### src/rtl/regguard_pkg.sv
package regguard_pkg;
  localparam int unsigned ADDR_W = 12;
  localparam int unsigned DATA_W = 32;
  localparam logic [ADDR_W-1:0] OFF_CLAIM_SET = 12'hFA0;
  localparam logic [ADDR_W-1:0] OFF_CLAIM_CLR = 12'hFA4;
  localparam logic [ADDR_W-1:0] OFF_KEY       = 12'hFB0;
  localparam logic [ADDR_W-1:0] OFF_LSTAT     = 12'hFB4;
  localparam logic [DATA_W-1:0] UNLOCK_KEY    = 32'hC5AC_CE55;

  typedef enum logic [2:0] {
    SEL_NONE, SEL_CSET, SEL_CCLR, SEL_KEY, SEL_LSTAT
  } sel_e;
endpackage

### src/rtl/regguard_decode.sv
module regguard_decode
  import regguard_pkg::*;
(
  input  logic [ADDR_W-1:0] addr,
  output sel_e              sel
);
  always_comb begin
    unique case (addr)
      OFF_CLAIM_SET: sel = SEL_CSET;
      OFF_CLAIM_CLR: sel = SEL_CCLR;
      OFF_KEY:       sel = SEL_KEY;
      OFF_LSTAT:     sel = SEL_LSTAT;
      default:       sel = SEL_NONE;
    endcase
  end
endmodule

### src/rtl/regguard_lock.sv
module regguard_lock
  import regguard_pkg::*;
(
  input  logic              clk,
  input  logic              rst_n,
  input  logic              we,
  input  logic              dbg,
  input  sel_e              sel,
  input  logic [DATA_W-1:0] wdata,
  output logic              locked,
  output logic              permit
);
  logic key_wr;
  assign key_wr = we && !dbg && (sel == SEL_KEY);

  always_ff @(posedge clk or negedge rst_n) begin
    if (!rst_n)      locked <= 1'b1;
    else if (key_wr) locked <= (wdata != UNLOCK_KEY);
  end

  assign permit = we && (sel != SEL_KEY) && (dbg || !locked);

  AST_KEY_UNLOCKS: assert property (@(posedge clk) disable iff (!rst_n)
    (key_wr && wdata == UNLOCK_KEY) |=> !locked);
  AST_BAD_KEY_LOCKS: assert property (@(posedge clk) disable iff (!rst_n)
    (key_wr && wdata != UNLOCK_KEY) |=> locked);
  AST_LOCK_BLOCKS: assert property (@(posedge clk) disable iff (!rst_n)
    (locked && !dbg) |-> !permit);
  AST_DBG_BYPASS: assert property (@(posedge clk) disable iff (!rst_n)
    (we && dbg && sel != SEL_KEY) |-> permit);
  AST_DBG_KEEPS_LOCK: assert property (@(posedge clk) disable iff (!rst_n)
    (we && dbg && sel == SEL_KEY) |=> $stable(locked));
endmodule

### src/rtl/regguard_claim.sv
module regguard_claim
  import regguard_pkg::*;
#(
  parameter int unsigned TAG_W = 4
) (
  input  logic             clk,
  input  logic             rst_n,
  input  logic             permit,
  input  sel_e             sel,
  input  logic [TAG_W-1:0] wbits,
  output logic [TAG_W-1:0] tag
);
  logic [TAG_W-1:0] tag_nxt;

  always_comb begin
    tag_nxt = tag;
    if (permit && sel == SEL_CSET) tag_nxt = tag | wbits;
    if (permit && sel == SEL_CCLR) tag_nxt = tag & ~wbits;
  end

  always_ff @(posedge clk or negedge rst_n) begin
    if (!rst_n) tag <= '0;
    else        tag <= tag_nxt;
  end

  AST_TAG_HOLD: assert property (@(posedge clk) disable iff (!rst_n)
    !permit |=> $stable(tag));
  AST_SET_KEEPS: assert property (@(posedge clk) disable iff (!rst_n)
    (permit && sel == SEL_CSET) |=> ((tag & $past(tag)) == $past(tag)));
  AST_CLR_KEEPS: assert property (@(posedge clk) disable iff (!rst_n)
    (permit && sel == SEL_CCLR) |=> ((tag & ~$past(tag)) == '0));
endmodule

### src/rtl/regguard_top.sv
module regguard_top
  import regguard_pkg::*;
#(
  parameter int unsigned TAG_W = 4
) (
  input  logic              clk,
  input  logic              rst_n,
  input  logic [ADDR_W-1:0] bus_addr,
  input  logic              bus_we,
  input  logic [DATA_W-1:0] bus_wdata,
  input  logic              bus_dbg,
  output logic [DATA_W-1:0] rd_data,
  output logic              hit,
  output logic              wr_permit,
  output logic [TAG_W-1:0]  claim_tag
);
  localparam logic [TAG_W-1:0] TAG_MASK = {TAG_W{1'b1}};

  sel_e sel;
  logic locked;

  regguard_decode u_dec (.addr(bus_addr), .sel(sel));

  regguard_lock u_lock (
    .clk(clk), .rst_n(rst_n), .we(bus_we), .dbg(bus_dbg), .sel(sel),
    .wdata(bus_wdata), .locked(locked), .permit(wr_permit)
  );

  regguard_claim #(.TAG_W(TAG_W)) u_claim (
    .clk(clk), .rst_n(rst_n), .permit(wr_permit), .sel(sel),
    .wbits(bus_wdata[TAG_W-1:0]), .tag(claim_tag)
  );

  assign hit = (sel != SEL_NONE);

  always_comb begin
    rd_data = '0;
    unique case (sel)
      SEL_CSET:  rd_data[TAG_W-1:0] = TAG_MASK;
      SEL_CCLR:  rd_data[TAG_W-1:0] = claim_tag;
      SEL_LSTAT: rd_data[2:0] = bus_dbg ? 3'b000 : {1'b0, locked, 1'b1};
      default:   rd_data = '0;
    endcase
  end

  AST_DBG_STATUS_ZERO: assert property (@(posedge clk) disable iff (!rst_n)
    (bus_dbg && sel == SEL_LSTAT) |-> (rd_data[1:0] == 2'b00));
  AST_MISS_READS_ZERO: assert property (@(posedge clk) disable iff (!rst_n)
    !hit |-> (rd_data == '0));
endmodule

### config.mk
export PLATFORM = sky130hd
export DESIGN_NAME = regguard_top
export DESIGN_NICKNAME = d
export VERILOG_FILES = /design/src/rtl/regguard_pkg.sv /design/src/rtl/regguard_decode.sv /design/src/rtl/regguard_lock.sv /design/src/rtl/regguard_claim.sv /design/src/rtl/regguard_top.sv
export SDC_FILE = /design/constraint.sdc
export NUM_CORES = 1
export LEC_CHECK = 0
export ABC_AREA = 1
export BUFFER_PORTS_ARGS = -buffer_cell sky130_fd_sc_hd__buf_4
export CAP_MARGIN = 20
export CORE_MARGIN = 1.5
export CORE_UTILIZATION = 32
export DETAILED_ROUTE_END_ITERATION = 16
export GPL_TIMING_DRIVEN = 0
export HOLD_SLACK_MARGIN = 0.03
export PLACE_DENSITY_LB_ADDON = 0.1
export RECOVER_POWER = 25
export SKIP_CTS_REPAIR_TIMING = 1
export SYNTH_ARGS = -nofsm -noshare
export SYNTH_HDL_FRONTEND = slang
export SYNTH_SLANG_ARGS = --single-unit
### constraint.sdc
create_clock -name clk -period 1 [get_ports clk]
set_input_delay 0.1 -clock clk [delete_from_list [all_inputs] [get_ports clk]]
set_output_delay 0.1 -clock clk [all_outputs]
set_load 0.01 [all_outputs]
==> flow_metrics.py, run 1 <==
metrics = {
    "outcome": {
        "status": "finished with violations",
        "violations": "setup timing",
    },
    "sta": {
        "setup_viol": 9,
        "fmax_ghz": 0.826,
        "hold_viol": 0,
        "finalCritPeriodShare_pct": 121,
        "setup_ws_ns": -0.210,
        "slew_viol_final": 0,
        "rsz0062_at_grt": "yes",
        "finClkSkew_ns": 0.00256,
        "fin_crit_ns": 1.21,
    },
    "placed_design": {
        "dpl-instance-area_um2": 1420,
        "place_congestion": 0.705,
        "hpwl_um": 1820,
        "portBuffers": 57,
    },
    "synth": {
        "synthTopCellsByArea": "buf_4 (25%), dfrtp_1 (12%), nand2_1 (11%)",
        "syn_inst": 127,
        "synth_top_area_share_pct": 24.5,
        "yosysUniqueCellTypes": 22,
        "ys_seq_area_share_pct": 14.7,
        "netlist_area_um2": 857,
        "synth_area_leader_cell": "buf_4",
        "synth_warnings": 0,
        "synth_area_per_cell_um2": 6.75,
        "ys_ff_latch": 5,
    },
    "clock_network": {
        "cts.sinks": 5,
        "root_buffer": "clkbuf_4",
        "cts_tree": "done",
        "cts_buffer_depth": 2,
        "htreeDepth": 1,
        "clkTransAtPathRegs_ns": 0.04,
        "insertion_delay_ns": 0.24,
        "cts_buffers": 3,
    },
    "detailed_routing": {
        "drc_errors": 0,
        "vias_per_cell": 4.05,
        "vias": 1029,
        "routed_wl_um": 2190,
        "dr.pass1.iters": 4,
        "drt_iter0_drc": 7,
        "ant_nets": 0,
        "post_drt_wl_per_cell_um": 8.63,
    },
    "setup_path": {
        "cp.arrival_ns": 1.11,
        "crit_fanout": 3,
        "crit_path_end_kind": "primary output",
        "critPathRequiredTime_ns": 0.90,
        "critPathKind": "flip-flop to primary output",
        "critPathLaunchType": "flip-flop",
    },
    "layout": {
        "diodes": 0,
        "final_cell_mix": "buf_4 (86), conb_1 (28), nand2_1 (21)",
        "final_nets": 273,
        "fillers": 240,
        "layout_commonest_cell": "buf_4",
        "drive_gt1_share_pct": 54.9,
        "fin_area_um2": 1590,
        "area_growth_pct": 85.1,
    },
    "floorplanning": {
        "rows": 18,
        "fp.dieH_um": 54.8,
        "core_area_um2": 2500,
        "io_pins": 86,
        "die_w_um": 54.8,
        "start_util_pct": 34.3,
        "dieArea_um2": 3000,
    },
    "power_and_ir_drop": {
        "vdd_drop_max_mv": 0.444,
        "p_leak_nw": 0.938,
        "power_mw": 0.852,
        "p_per_area_nw_per_um2": 537,
    },
    "min_path": {
        "min-delay-path-class": "input port to flip-flop",
    },
    "global_route": {
        "antenna_found_initial": 0,
        "grt_pass1_wl_um": 2990,
        "grtUsageTotal_pct": 13.7,
        "grt_max_degree": 11,
        "grt_pass1_vias": 826,
        "gr-total-overflow": 0,
    },
    "job": {
        "cap_violations": 0,
    },
}
-- worst max-delay path, stage by stage (launching register included) --
cell	delay, ns
dfstp_2	0.54
a21oi_2	0.06
nand2_2	0.09
inv_2	0.06
buf_6	0.11
-- power breakdown --
| group | leakage, nW | total (mW) | switching, mW | internal (mW) |
|---|---|---|---|---|
| Sequential | 0.0662 | 0.205 | 0.000755 | 0.204 |
| Clock | 0.0150 | 0.233 | 0.0819 | 0.151 |
| Combinational | 0.857 | 0.414 | 0.176 | 0.238 |
-- area by class of cell --
| class | instances | area (µm²) | share of cell area, % |
|---|---|---|---|
| Inverter | 19 | 76.3 | 4.81 |
| Multi-Input combinational cell | 102 | 593 | 37.4 |
| Sequential cell | 5 | 126 | 7.97 |
| Tap cell | 30 | 37.5 | 2.37 |
| Timing Repair Buffer | 66 | 517 | 32.6 |
| Buffer | 28 | 210 | 13.2 |
| Clock buffer | 4 | 26.3 | 1.66 |
-- path summary, 6_finish.rpt --
check / end / slack [ns] / from / depth (start not counted)
worst max-delay path: wr_permit / -0.21 / u_lock.locked / 4
worst min-delay path: u_lock.locked / 0.09 / bus_dbg / 4
worst max register to register: flip-flop / -0.11 / u_lock.locked / 6
worst min register to register: u_lock.locked / 0.49 / u_lock.locked / 2
max in group asynchronous: u_lock.locked / 0.51 / rst_n / 2
min in group asynchronous: async pin / 0.23 / rst_n / 2
-- cells by family after synthesis --
| family | after synthesis | share of synthesized area [%] |
|---|---|---|
| compound gates | 6 | 5.69 |
| flops | 5 | 14.7 |
| buf+inv | 47 | 32.8 |
| other cells | 1 | 0.438 |
| simple gates | 68 | 46.3 |
-- per-layer routing --
metal / wire, µm / GRT usage (%) / up-vias
li1: - / - / 548
met1: 769 / 13.6 / 426
met2: 1190 / 26.6 / 50
met3: 194 / 2.19 / 5
met4: 41 / 7.50 / 0
met5: 0 / 0 / -
-- stage by stage --
step	setup slack (ns)	util, %	instances	hold slack (ns)	TNS [ns]
3_3_place_gp	-0.208	57.0	241	-0.0972	-1.27
3_5_place_dp	-0.225	57.0	241	-0.0970	-1.52
5_1_grt	-0.258	63.5	254	0.116	-1.69
2_1_floorplan	0.00106	-	154	-0.196	0
6_report	-0.210	63.5	254	0.0885	-1.14
4_1_cts	-0.267	58.0	245	-0.355	-1.40
-- cell usage after synthesis --
library cell and n:
buf_4 28, nand2_1 25, inv_1 12, nand4_1 11
nor2_1 8, inv_2 6, nand3_1 6, nand2_2 5
nor3_1 5, dfrtp_1 4, nand3_4 2, nor2_4 2
nor2_8 2, nor3_2 2, o21ai_1 2, a21oi_1 1
a21oi_4 1, clkinv_1 1, conb_1 1, dfstp_2 1
o211a_1 1, o31ai_1 1
No activity file was read; power rests on OpenSTA's default activity.
==> run 2: changes to the inputs <==
CELL_PAD_IN_SITES_DETAIL_PLACEMENT = 2   (was not set)
CELL_PAD_IN_SITES_GLOBAL_PLACEMENT = 2   (was not set)
CORE_UTILIZATION = 14   (was 32)
==> run 2 against run 1 <==
The flow still finishes with violations (setup timing); combinational power rose by 6.3%; worst hold slack better by 0.032 ns; global-route usage down 5.0 points; sequential share of layout area shrank 0.56 points; non-clock buffer count unchanged; first-iteration DRC count decreased by 29%; critical path type unchanged; critical endpoint unchanged; highest routed layer unchanged.
==> flow_metrics.py, run 2 (synthesis results as in run 1) <==
metrics = {
    "detailed_routing": {
        "dr.pass1.iters": 2,
        "ant_nets": 0,
        "drc_errors": 0,
        "routed_wl_um": 3120,
        "vias": 1081,
        "vias_per_cell": 3.62,
        "post_drt_wl_per_cell_um": 10.4,
        "drt_iter0_drc": 5,
    },
    "floorplanning": {
        "fp.dieH_um": 81.2,
        "io_pins": 86,
        "core_area_um2": 5920,
        "dieArea_um2": 6600,
        "rows": 28,
        "start_util_pct": 14.5,
        "die_w_um": 81.2,
    },
    "sta": {
        "rsz0062_at_grt": "yes",
        "setup_viol": 9,
        "holdWs_ns": 0.121,
        "fin_setup_tns_ns": -1.23,
        "finalCritPeriodShare_pct": 122,
        "fin_crit_ns": 1.22,
        "hold_viol": 0,
        "setup_ws_ns": -0.216,
        "fmax_ghz": 0.822,
        "slew_viol_final": 0,
        "finClkSkew_ns": 0.000115,
    },
    "global_route": {
        "grt_pass1_wl_um": 4500,
        "grtUsageTotal_pct": 8.75,
        "grt_pass1_vias": 1069,
        "antenna_found_initial": 0,
        "grt_max_degree": 11,
        "gr-total-overflow": 0,
    },
    "layout": {
        "multi_input_area_um2": 613,
        "diodes": 0,
        "area_growth_pct": 99.1,
        "final_nets": 273,
        "ff_latch_area_um2": 126,
        "fin_area_um2": 1710,
        "final_cell_mix": "buf_4 (83), conb_1 (28), nand2_1 (21)",
        "drive_gt1_share_pct": 55.4,
        "layout_commonest_cell": "buf_4",
        "fillers": 716,
    },
    "clock_network": {
        "cts_tree": "done",
        "clkTransAtPathRegs_ns": 0.03,
        "cts_buffer_depth": 2,
        "cts.sinks": 5,
        "root_buffer": "clkbuf_8",
        "cts_buffers": 3,
        "insertion_delay_ns": 0.22,
        "htreeDepth": 1,
    },
    "power_and_ir_drop": {
        "p_leak_nw": 0.974,
        "vdd_drop_max_mv": 0.213,
        "p_per_area_nw_per_um2": 597,
    },
    "outcome": {
        "status": "finished with violations",
        "violations": "setup timing",
    },
    "setup_path": {
        "critPathKind": "flip-flop to primary output",
        "critPathRequiredTime_ns": 0.90,
        "cp.arrival_ns": 1.12,
        "critical_path.max_stage_delay_ns": 0.54,
        "crit_path_cell_trace": "a21oi_2 -> nand2_2 -> inv_4 -> buf_6",
        "r2r_cells": 6,
        "critPathLaunchType": "flip-flop",
        "crit_slowest_cell": "dfstp_2",
        "crit_fanout": 4,
        "crit_path_end_kind": "primary output",
    },
    "min_path": {
        "whs_path_depth": 4,
        "min-delay-path-class": "input port to flip-flop",
    },
    "placed_design": {
        "portBuffers": 57,
        "hpwl_um": 2710,
        "place_congestion": 0.670,
        "dpl-instance-area_um2": 1480,
    },
    "job": {
        "cap_violations": 0,
    },
}
[run 2: cell count changes in the layout (fill, tap and decap cells not counted), moves of 2 or more]
cell / previous run / this run
clkbuf_8: 0 / 3
nand2_4: 3 / 6
buf_6: 6 / 8
nand2_2: 6 / 3
inv_4: 2 / 4
clkbuf_4: 3 / 0
buf_4: 86 / 83
[run 2: path summary, 6_finish.rpt]
path / startpoint / end / slack, ns
max: u_lock.locked / wr_permit / -0.22
min: bus_dbg / u_lock.locked / 0.12
max reg2reg: u_lock.locked / flip-flop / -0.13
min reg2reg: u_lock.locked / u_lock.locked / 0.50
max in group asynchronous: rst_n / u_lock.locked / 0.45
min in group asynchronous: rst_n / async pin / 0.28
[run 2: area by class of cell]
class	instances	area share [%]
clock buffer	4	2.64
tap	75	5.50
inverter	19	4.77
sequential	5	7.40
timing repair buffer	66	31.5
multi-input combinational	102	35.9
buffer	28	12.3
[run 2: per-stage QoR]
step	instances	util, %	setup slack, ns	power [mW]
after detailed placement	286	25.0	-0.280	0.587
final	299	28.8	-0.216	1.02
after floorplan	154	-	0.00106	0.413
after global routing	299	28.8	-0.258	1.08
after global placement	286	25.0	-0.265	0.578
after CTS	290	25.8	-0.282	0.972
[run 2: worst max-delay path: cells and delay by family (launching register included)]
family | cells | cell delay [ns]
compound gates | 1 | 0.06
simple gates | 1 | 0.11
flops | 1 | 0.54
buf+inv | 2 | 0.18
[run 2: per-layer routing]
layer	global-route usage (%)	routed length, µm	vias up
li1	-	-	545
met1	9.49	1120	487
met2	16.3	1740	47
met3	1.80	236	2
met4	3.62	17	0
met5	0	0	-
[run 2: where the power goes]
part	leakage (nW)	internal (mW)	switching [mW]
clock network	0.0228	0.274	0.101
logic	0.885	0.247	0.192
registers	0.0662	0.205	0.000839
total	0.974	0.726	0.294
